<file path="config.mk">
export PLATFORM = sky130hd
export DESIGN_NAME = sci_irq_ctrl
export DESIGN_NICKNAME = d
export VERILOG_FILES = /design/src/rtl/sci_irq_pkg.sv /design/src/rtl/sci_rx_src.sv /design/src/rtl/sci_tx_src.sv /design/src/rtl/sci_ext_src.sv /design/src/rtl/sci_irq_prio.sv /design/src/rtl/sci_irq_ctrl.sv
export SDC_FILE = /design/constraint.sdc
export NUM_CORES = 1
export LEC_CHECK = 0
export ABC_AREA = 1
export BUFFER_PORTS_ARGS = -buffer_cell sky130_fd_sc_hd__buf_2
export CAP_MARGIN = 30
export CORE_ASPECT_RATIO = 2
export CORE_MARGIN = 10
export CORE_UTILIZATION = 47
export DETAILED_ROUTE_END_ITERATION = 12
export HOLD_SLACK_MARGIN = 0.12
export PLACE_DENSITY = 0.84
export SLEW_MARGIN = 10
export SYNTH_ARGS = -nofsm -noshare
export SYNTH_HDL_FRONTEND = slang
export SYNTH_SLANG_ARGS = --single-unit
</file>
<file path="constraint.sdc">
create_clock -name clk -period 1.18 [get_ports clk]
set_input_delay 0.177 -clock clk [delete_from_list [all_inputs] [get_ports clk]]
set_output_delay 0.177 -clock clk [all_outputs]
set_load 0.005 [all_outputs]
</file>
<file path="src/rtl/sci_irq_pkg.sv">
package sci_irq_pkg;

    localparam int N_SRC = 4;
    localparam int DW    = 8;

    typedef enum logic [1:0] {
        SRC_RXSP = 2'd0,
        SRC_RXCH = 2'd1,
        SRC_TX   = 2'd2,
        SRC_EXT  = 2'd3
    } src_e;

    typedef enum logic [2:0] {
        REG_CFG   = 3'd0,
        REG_EXTEN = 3'd1,
        REG_STCMD = 3'd2,
        REG_RXST  = 3'd3,
        REG_VEC   = 3'd4
    } reg_e;

    // Configuration byte, bit7 down to bit0
    typedef struct packed {
        logic ext_ie;
        logic tx_ie;
        logic rxsp_ie;
        logic rxch_ie;
        logic par_sp;
        logic tx_slot;
        logic rx_four;
        logic mie;
    } cfg_t;

    // Command bits, bit2 down to bit0
    typedef struct packed {
        logic rst_ext;
        logic rst_txp;
        logic rst_ius;
    } cmd_t;

    // Lowest set index = highest priority
    function automatic logic [1:0] first_set(input logic [N_SRC-1:0] v);
        logic [1:0] r;
        r = '0;
        for (int i = N_SRC - 1; i >= 0; i--) begin
            if (v[i]) r = 2'(i);
        end
        return r;
    endfunction

    // Bits 0..idx set: sources of equal or higher priority
    function automatic logic [N_SRC-1:0] upto_mask(input logic [1:0] idx);
        logic [N_SRC-1:0] m;
        for (int i = 0; i < N_SRC; i++) begin
            m[i] = (i <= int'(idx));
        end
        return m;
    endfunction

endpackage

</file>
<file path="src/rtl/sci_rx_src.sv">
module sci_rx_src #(
    parameter int CNT_W     = 4,
    parameter int HI_THRESH = 4
) (
    input  logic             clk,
    input  logic             rst,
    input  logic             rx_four,
    input  logic             par_sp,
    input  logic             rxch_ie,
    input  logic             rxsp_ie,
    input  logic [CNT_W-1:0] rx_count,
    input  logic [3:0]       rx_flags,
    output logic             ip_rxch,
    output logic             ip_rxsp
);
    localparam logic [CNT_W-1:0] HI_V = CNT_W'(HI_THRESH);
    localparam logic [CNT_W-1:0] LO_V = CNT_W'(1);

    logic [CNT_W-1:0] thresh;
    logic             cond_ch;
    logic             cond_sp;

    always_comb begin
        thresh  = rx_four ? HI_V : LO_V;
        cond_ch = (rx_count >= thresh);
        cond_sp = (|rx_flags[2:0]) | (rx_flags[3] & par_sp);
    end

    always_ff @(posedge clk) begin
        if (rst) begin
            ip_rxch <= 1'b0;
            ip_rxsp <= 1'b0;
        end else begin
            ip_rxch <= rxch_ie & cond_ch;
            ip_rxsp <= rxsp_ie & cond_sp;
        end
    end

    assert_rxch_empty_R1: assert property (@(posedge clk) disable iff (rst)
        (rx_count == '0) |=> !ip_rxch);

    assert_rxsp_quiet_R3: assert property (@(posedge clk) disable iff (rst)
        (rx_flags == 4'b0) |=> !ip_rxsp);

endmodule

</file>
<file path="src/rtl/sci_tx_src.sv">
module sci_tx_src #(
    parameter int DEPTH = 4,
    parameter int CNT_W = 3
) (
    input  logic             clk,
    input  logic             rst,
    input  logic             tx_slot,
    input  logic             tx_ie,
    input  logic [CNT_W-1:0] tx_count,
    input  logic             tx_wr,
    input  logic             clr_cmd,
    output logic             ip
);
    localparam logic [CNT_W-1:0] DEPTH_V = CNT_W'(DEPTH);

    logic armed_q;
    logic cond_q;
    logic cond;

    always_comb begin
        cond = tx_slot ? (tx_count < DEPTH_V) : (tx_count == '0);
    end

    always_ff @(posedge clk) begin
        if (rst) begin
            armed_q <= 1'b0;
            cond_q  <= 1'b1;
            ip      <= 1'b0;
        end else begin
            armed_q <= armed_q | tx_wr;
            cond_q  <= cond;
            if (tx_wr || clr_cmd)
                ip <= 1'b0;
            else if (cond && !cond_q && armed_q && tx_ie)
                ip <= 1'b1;
        end
    end

    assert_tx_unarmed_R6: assert property (@(posedge clk) disable iff (rst)
        !armed_q |-> !ip);

    assert_tx_wr_clears_R6: assert property (@(posedge clk) disable iff (rst)
        tx_wr |=> !ip);

endmodule

</file>
<file path="src/rtl/sci_ext_src.sv">
module sci_ext_src #(
    parameter int N = 6
) (
    input  logic         clk,
    input  logic         rst,
    input  logic         ie,
    input  logic [N-1:0] en,
    input  logic [N-1:0] stat,
    input  logic         clr_cmd,
    output logic         ip
);
    logic [N-1:0] stat_q;
    logic         hit;

    always_comb begin
        hit = |((stat ^ stat_q) & en);
    end

    always_ff @(posedge clk) begin
        if (rst) begin
            stat_q <= '0;
            ip     <= 1'b0;
        end else begin
            stat_q <= stat;
            ip     <= (ip & ~clr_cmd) | (ie & hit);
        end
    end

    assert_ext_latch_R7: assert property (@(posedge clk) disable iff (rst)
        (ie && |((stat ^ stat_q) & en)) |=> ip);

endmodule

</file>
<file path="src/rtl/sci_irq_prio.sv">
module sci_irq_prio
    import sci_irq_pkg::*;
(
    input  logic             clk,
    input  logic             rst,
    input  logic             mie,
    input  logic [N_SRC-1:0] act,
    input  logic             ack,
    input  logic             rst_ius,
    output logic             irq,
    output logic [N_SRC-1:0] ius,
    output logic [2:0]       vec
);
    logic [1:0]       win;
    logic [1:0]       top_ius;
    logic             blocked;
    logic [N_SRC-1:0] set_m;
    logic [N_SRC-1:0] clr_m;
    logic             take;

    always_comb begin
        win     = first_set(act);
        top_ius = first_set(ius);
        blocked = |(ius & upto_mask(win));
        irq     = mie & (|act) & ~blocked;
        take    = ack & irq;
        set_m   = take ? (N_SRC'(1) << win) : '0;
        clr_m   = (rst_ius && |ius) ? (N_SRC'(1) << top_ius) : '0;
    end

    always_ff @(posedge clk) begin
        if (rst) begin
            ius <= '0;
            vec <= '0;
        end else begin
            ius <= (ius & ~clr_m) | set_m;
            if (take) vec <= {1'b1, win};
        end
    end

    assert_ack_vector_R10: assert property (@(posedge clk) disable iff (rst)
        (ack && irq) |=> (vec[2] && |ius));

    assert_rst_ius_R11: assert property (@(posedge clk) disable iff (rst)
        (rst_ius && |ius && !(ack && irq)) |=>
        ($countones(ius) == $past($countones(ius)) - 1));

endmodule

</file>
<file path="src/rtl/sci_irq_ctrl.sv">
module sci_irq_ctrl
    import sci_irq_pkg::*;
#(
    parameter int RX_CNT_W  = 4,
    parameter int RX_HI     = 4,
    parameter int TX_DEPTH  = 4,
    parameter int N_EXT     = 6,
    localparam int TX_CNT_W = $clog2(TX_DEPTH + 1)
) (
    input  logic                clk,
    input  logic                rst,
    input  logic                host_we,
    input  logic [2:0]          host_addr,
    input  logic [DW-1:0]       host_wdata,
    output logic [DW-1:0]       host_rdata,
    input  logic [RX_CNT_W-1:0] rx_count,
    input  logic [3:0]          rx_flags,
    input  logic [TX_CNT_W-1:0] tx_count,
    input  logic                tx_wr,
    input  logic [N_EXT-1:0]    ext_stat,
    input  logic                irq_ack,
    output logic                irq_o
);
    cfg_t             cfg_q;
    logic [N_EXT-1:0] ext_en_q;
    cmd_t             cmd;
    logic [N_SRC-1:0] ip;
    logic [N_SRC-1:0] ie;
    logic [N_SRC-1:0] ius;
    logic [2:0]       vec;

    always_comb begin
        cmd = (host_we && host_addr == REG_STCMD) ? cmd_t'(host_wdata[2:0]) : '0;
        ie  = {cfg_q.ext_ie, cfg_q.tx_ie, cfg_q.rxch_ie, cfg_q.rxsp_ie};
    end

    always_ff @(posedge clk) begin
        if (rst) begin
            cfg_q    <= '0;
            ext_en_q <= '0;
        end else if (host_we) begin
            if (host_addr == REG_CFG)   cfg_q    <= cfg_t'(host_wdata);
            if (host_addr == REG_EXTEN) ext_en_q <= host_wdata[N_EXT-1:0];
        end
    end

    sci_rx_src #(.CNT_W(RX_CNT_W), .HI_THRESH(RX_HI)) u_rx (
        .clk(clk), .rst(rst),
        .rx_four(cfg_q.rx_four), .par_sp(cfg_q.par_sp),
        .rxch_ie(cfg_q.rxch_ie), .rxsp_ie(cfg_q.rxsp_ie),
        .rx_count(rx_count), .rx_flags(rx_flags),
        .ip_rxch(ip[SRC_RXCH]), .ip_rxsp(ip[SRC_RXSP])
    );

    sci_tx_src #(.DEPTH(TX_DEPTH), .CNT_W(TX_CNT_W)) u_tx (
        .clk(clk), .rst(rst),
        .tx_slot(cfg_q.tx_slot), .tx_ie(cfg_q.tx_ie),
        .tx_count(tx_count), .tx_wr(tx_wr), .clr_cmd(cmd.rst_txp),
        .ip(ip[SRC_TX])
    );

    sci_ext_src #(.N(N_EXT)) u_ext (
        .clk(clk), .rst(rst),
        .ie(cfg_q.ext_ie), .en(ext_en_q), .stat(ext_stat),
        .clr_cmd(cmd.rst_ext), .ip(ip[SRC_EXT])
    );

    sci_irq_prio u_prio (
        .clk(clk), .rst(rst),
        .mie(cfg_q.mie), .act(ip & ie),
        .ack(irq_ack), .rst_ius(cmd.rst_ius),
        .irq(irq_o), .ius(ius), .vec(vec)
    );

    always_comb begin
        case (host_addr)
            REG_CFG:   host_rdata = cfg_q;
            REG_EXTEN: host_rdata = DW'(ext_en_q);
            REG_STCMD: host_rdata = {ius, ip};
            REG_RXST:  host_rdata = {4'b0, rx_flags};
            REG_VEC:   host_rdata = {5'b0, vec};
            default:   host_rdata = '0;
        endcase
    end

    assert_pending_gated_R8: assert property (@(posedge clk) disable iff (rst)
        (!cfg_q.rxch_ie && !host_we) |=> !ip[SRC_RXCH]);

endmodule

</file>
==> qor.yml <==
cells_and_area:
  layout_commonest_cell: "nor2_1"
  fin_cells: 383
  layout-drive-gt1-share_pct: 44.8
  fin_nets: 369
  nFillCells: 212
  utilization_pct: 78.3
  multi_input_area_sq_um: 1000
  final_cell_mix: "34 x nor2_1, 33 x buf_2, 32 x inv_1, 32 x buf_4, 31 x nand2_1"
  diodes: 0
  final_area_sq_um: 2680
  area_growth_pct: 59.1
  regArea_sq_um: 678
sta:
  slew_headroom_pct: 70.1
  finalSetupViolCount: 16
  grt_setup_unrepaired: "true"
  holdWs_ns: 0.122
  min_period_ns: 1.53
  setup_tns_ns: -3.08
  finalCritPeriodShare_pct: 129
  hold_viol: 0
  slew_violations: 0
  tightest_slew_ns: 0.447
  clock.fmax_mhz: 655
  setup_ws_ns: -0.347
  fin_skew_ns: 0.00654
global_routing:
  gr-usage-met3_pct: 3.85
  grt_pass1_vias: 2075
  grt_use_met1_pct: 15.3
  grt_max_degree: 18
  grtUsageTotal_pct: 17.4
  grt_use_met2_pct: 34.2
  grt_overflow: 0
  grt_pass1_wl_um: 9370
  busiest_layer: "met2"
  antenna_found_initial: 0
placement:
  dp_cells: 356
  io_buffers: 41
  dpl.hpwl_um: 3930
  place_ws_ns: -0.164
  gp_congestion: 0.887
  place_area_sq_um: 2170
synthesis:
  ys_seq_area_share_pct: 39.3
  synth_edf_count: 0
  yosys_warnings: 0
  yosys.cell_types.count: 32
  synth_nets: 276
  syn-mean-instance-area_sq_um: 6.98
  ys_ff_latch: 33
  synth-main-ff-cell: "dfxtp_1"
  postSynthCellCount: 241
  synth_area_sq_um: 1680
  async_flop_share_pct: 0
clock_network:
  cts-root-buf: "clkbuf_8"
  clk_pin_slew_ns: 0.07
  clkSinkCount: 33
  cts_buffer_depth: 2
  cts_tree: "yes"
  cts_buffers: 5
  worstSkewPairLatency_ns: 0.29
  htreeDepth: 2
critical_path:
  reg2reg_slack_ns: -0.23
  required_ns: 1.00
  cp-start-kind: "register"
  endpoint_kind: "output port"
  criticalPathCategory: "reg -> out"
  reg2regPathDepth: 10
  path_max_fanout: 4
  reg2reg_to: "u_prio.vec[1]"
  cp_data_arrival_time_ns: 1.35
  r2r_start: "cfg_q[6]"
worst_hold_path:
  min_from: "tx_wr"
  holdPathEnd: "u_tx.armed_q"
  hold_class: "in -> reg"
  hold_depth: 3
drt:
  vias_per_cell: 5.49
  drcViolationCount: 0
  postRouteWirelength_um: 6380
  vias: 2101
  drt-initial-drc-count: 101
  ant_nets: 0
  first_pass_iters: 4
  post_drt_wl_per_cell_um: 16.7
pwr:
  vdd_drop_max_uv: 1180
  p_leak_nw: 1.29
  p_total_mw: 2.36
  power_density_nw_per_um2: 883
floorplan:
  die_y_um: 105
  num_rows: 30
  die_area_sq_um: 6520
  coreArea_sq_um: 3420
  start_util_pct: 49.2
  ios: 42
  die_w_um: 62.3
job:
  cap_violations: 0
outcome:
  violations: "negative setup slack"
  status: "complete, but fails checks"
-- worst max path at each step --
stage               slack [ns]             to         start
CTS                      -0.33          irq_o      cfg_q[6]
detailed placement       -0.16  host_rdata[0]  host_addr[2]
global placement         -0.12  host_rdata[0]  host_addr[2]
global route             -0.39          irq_o       u_tx.ip
finish                   -0.35          irq_o      cfg_q[6]
floorplan                 0.02          irq_o  u_rx.ip_rxch
-- cell usage after synthesis (2+ instances only) --
cell / n / area share (%)
dfxtp_1: 33 / 39
nand2_1: 36 / 8.0
nand4_1: 6 / 2.2
o221ai_1: 2 / 1.0
ha_1: 2 / 1.5
nor2_1: 37 / 8.3
a21oi_1: 19 / 5.7
nand2_2: 9 / 3.3
inv_1: 40 / 8.9
clkbuf_1: 2 / 0.45
inv_2: 2 / 0.45
o2111ai_1: 2 / 1.0
o22ai_1: 6 / 2.2
o21ai_0: 20 / 6.0
nand3_1: 6 / 1.8
o211ai_1: 2 / 0.89
nor3_1: 2 / 0.60
-- report_power, final --
part | total [mW] | leakage [nW] | switching [mW] | internal [mW]
Combinational | 0.348 | 0.968 | 0.190 | 0.158
Sequential | 1.17 | 0.275 | 0.0274 | 1.15
Clock | 0.840 | 0.0450 | 0.431 | 0.409
-- cell families after synthesis --
group           synth area share [%]
simple gates                    28.8
compound gates                  19.5
buf+inv                         10.9
flops                           39.3
fa+ha+maj                       1.49
-- cell type report --
class / count / share of cell area (%)
Inverter: 42 / 6.08
Tap cell: 48 / 2.25
Multi-Input combinational cell: 162 / 37.4
Timing Repair Buffer: 90 / 25.9
Clock inverter: 2 / 0.374
Clock buffer: 6 / 2.71
Sequential cell: 33 / 25.4
-- critical path, stage by stage, from the launching register on --
cell	delay (ns)
dfxtp_2	0.36
nand2_4	0.07
buf_6	0.12
a31oi_4	0.15
nand2_2	0.08
and2_4	0.16
buf_6	0.10
-- metal layers --
metal  part of all wire [%]  up-vias  routed length [um]
met4                    5.7        0                 364
met1                     33      975                2130
met5                      0        -                   0
li1                       -      980                   -
met3                    6.1       37                 388
met2                     55      109                3490
-- sequential cells by signal, indices dropped and copies added, names as in the netlist, 3 cells and up --
signal	count
cfg_q	8
ext_en_q	6
u_ext.stat_q	6
u_prio.ius	4
u_prio.vec	3
-- what timing repair did --
| action | in CTS | in global routing |
|---|---|---|
| setup buffers | 13 | 6 |
| gates resized for setup | 45 | 32 |
| hold buffers | 7 | 0 |
| endpoints found under the hold margin | 7 | 0 |
| setup endpoints to repair | 16 | 22 |
| pin swaps | 21 | 27 |
Power figures use the tool's default switching activity.
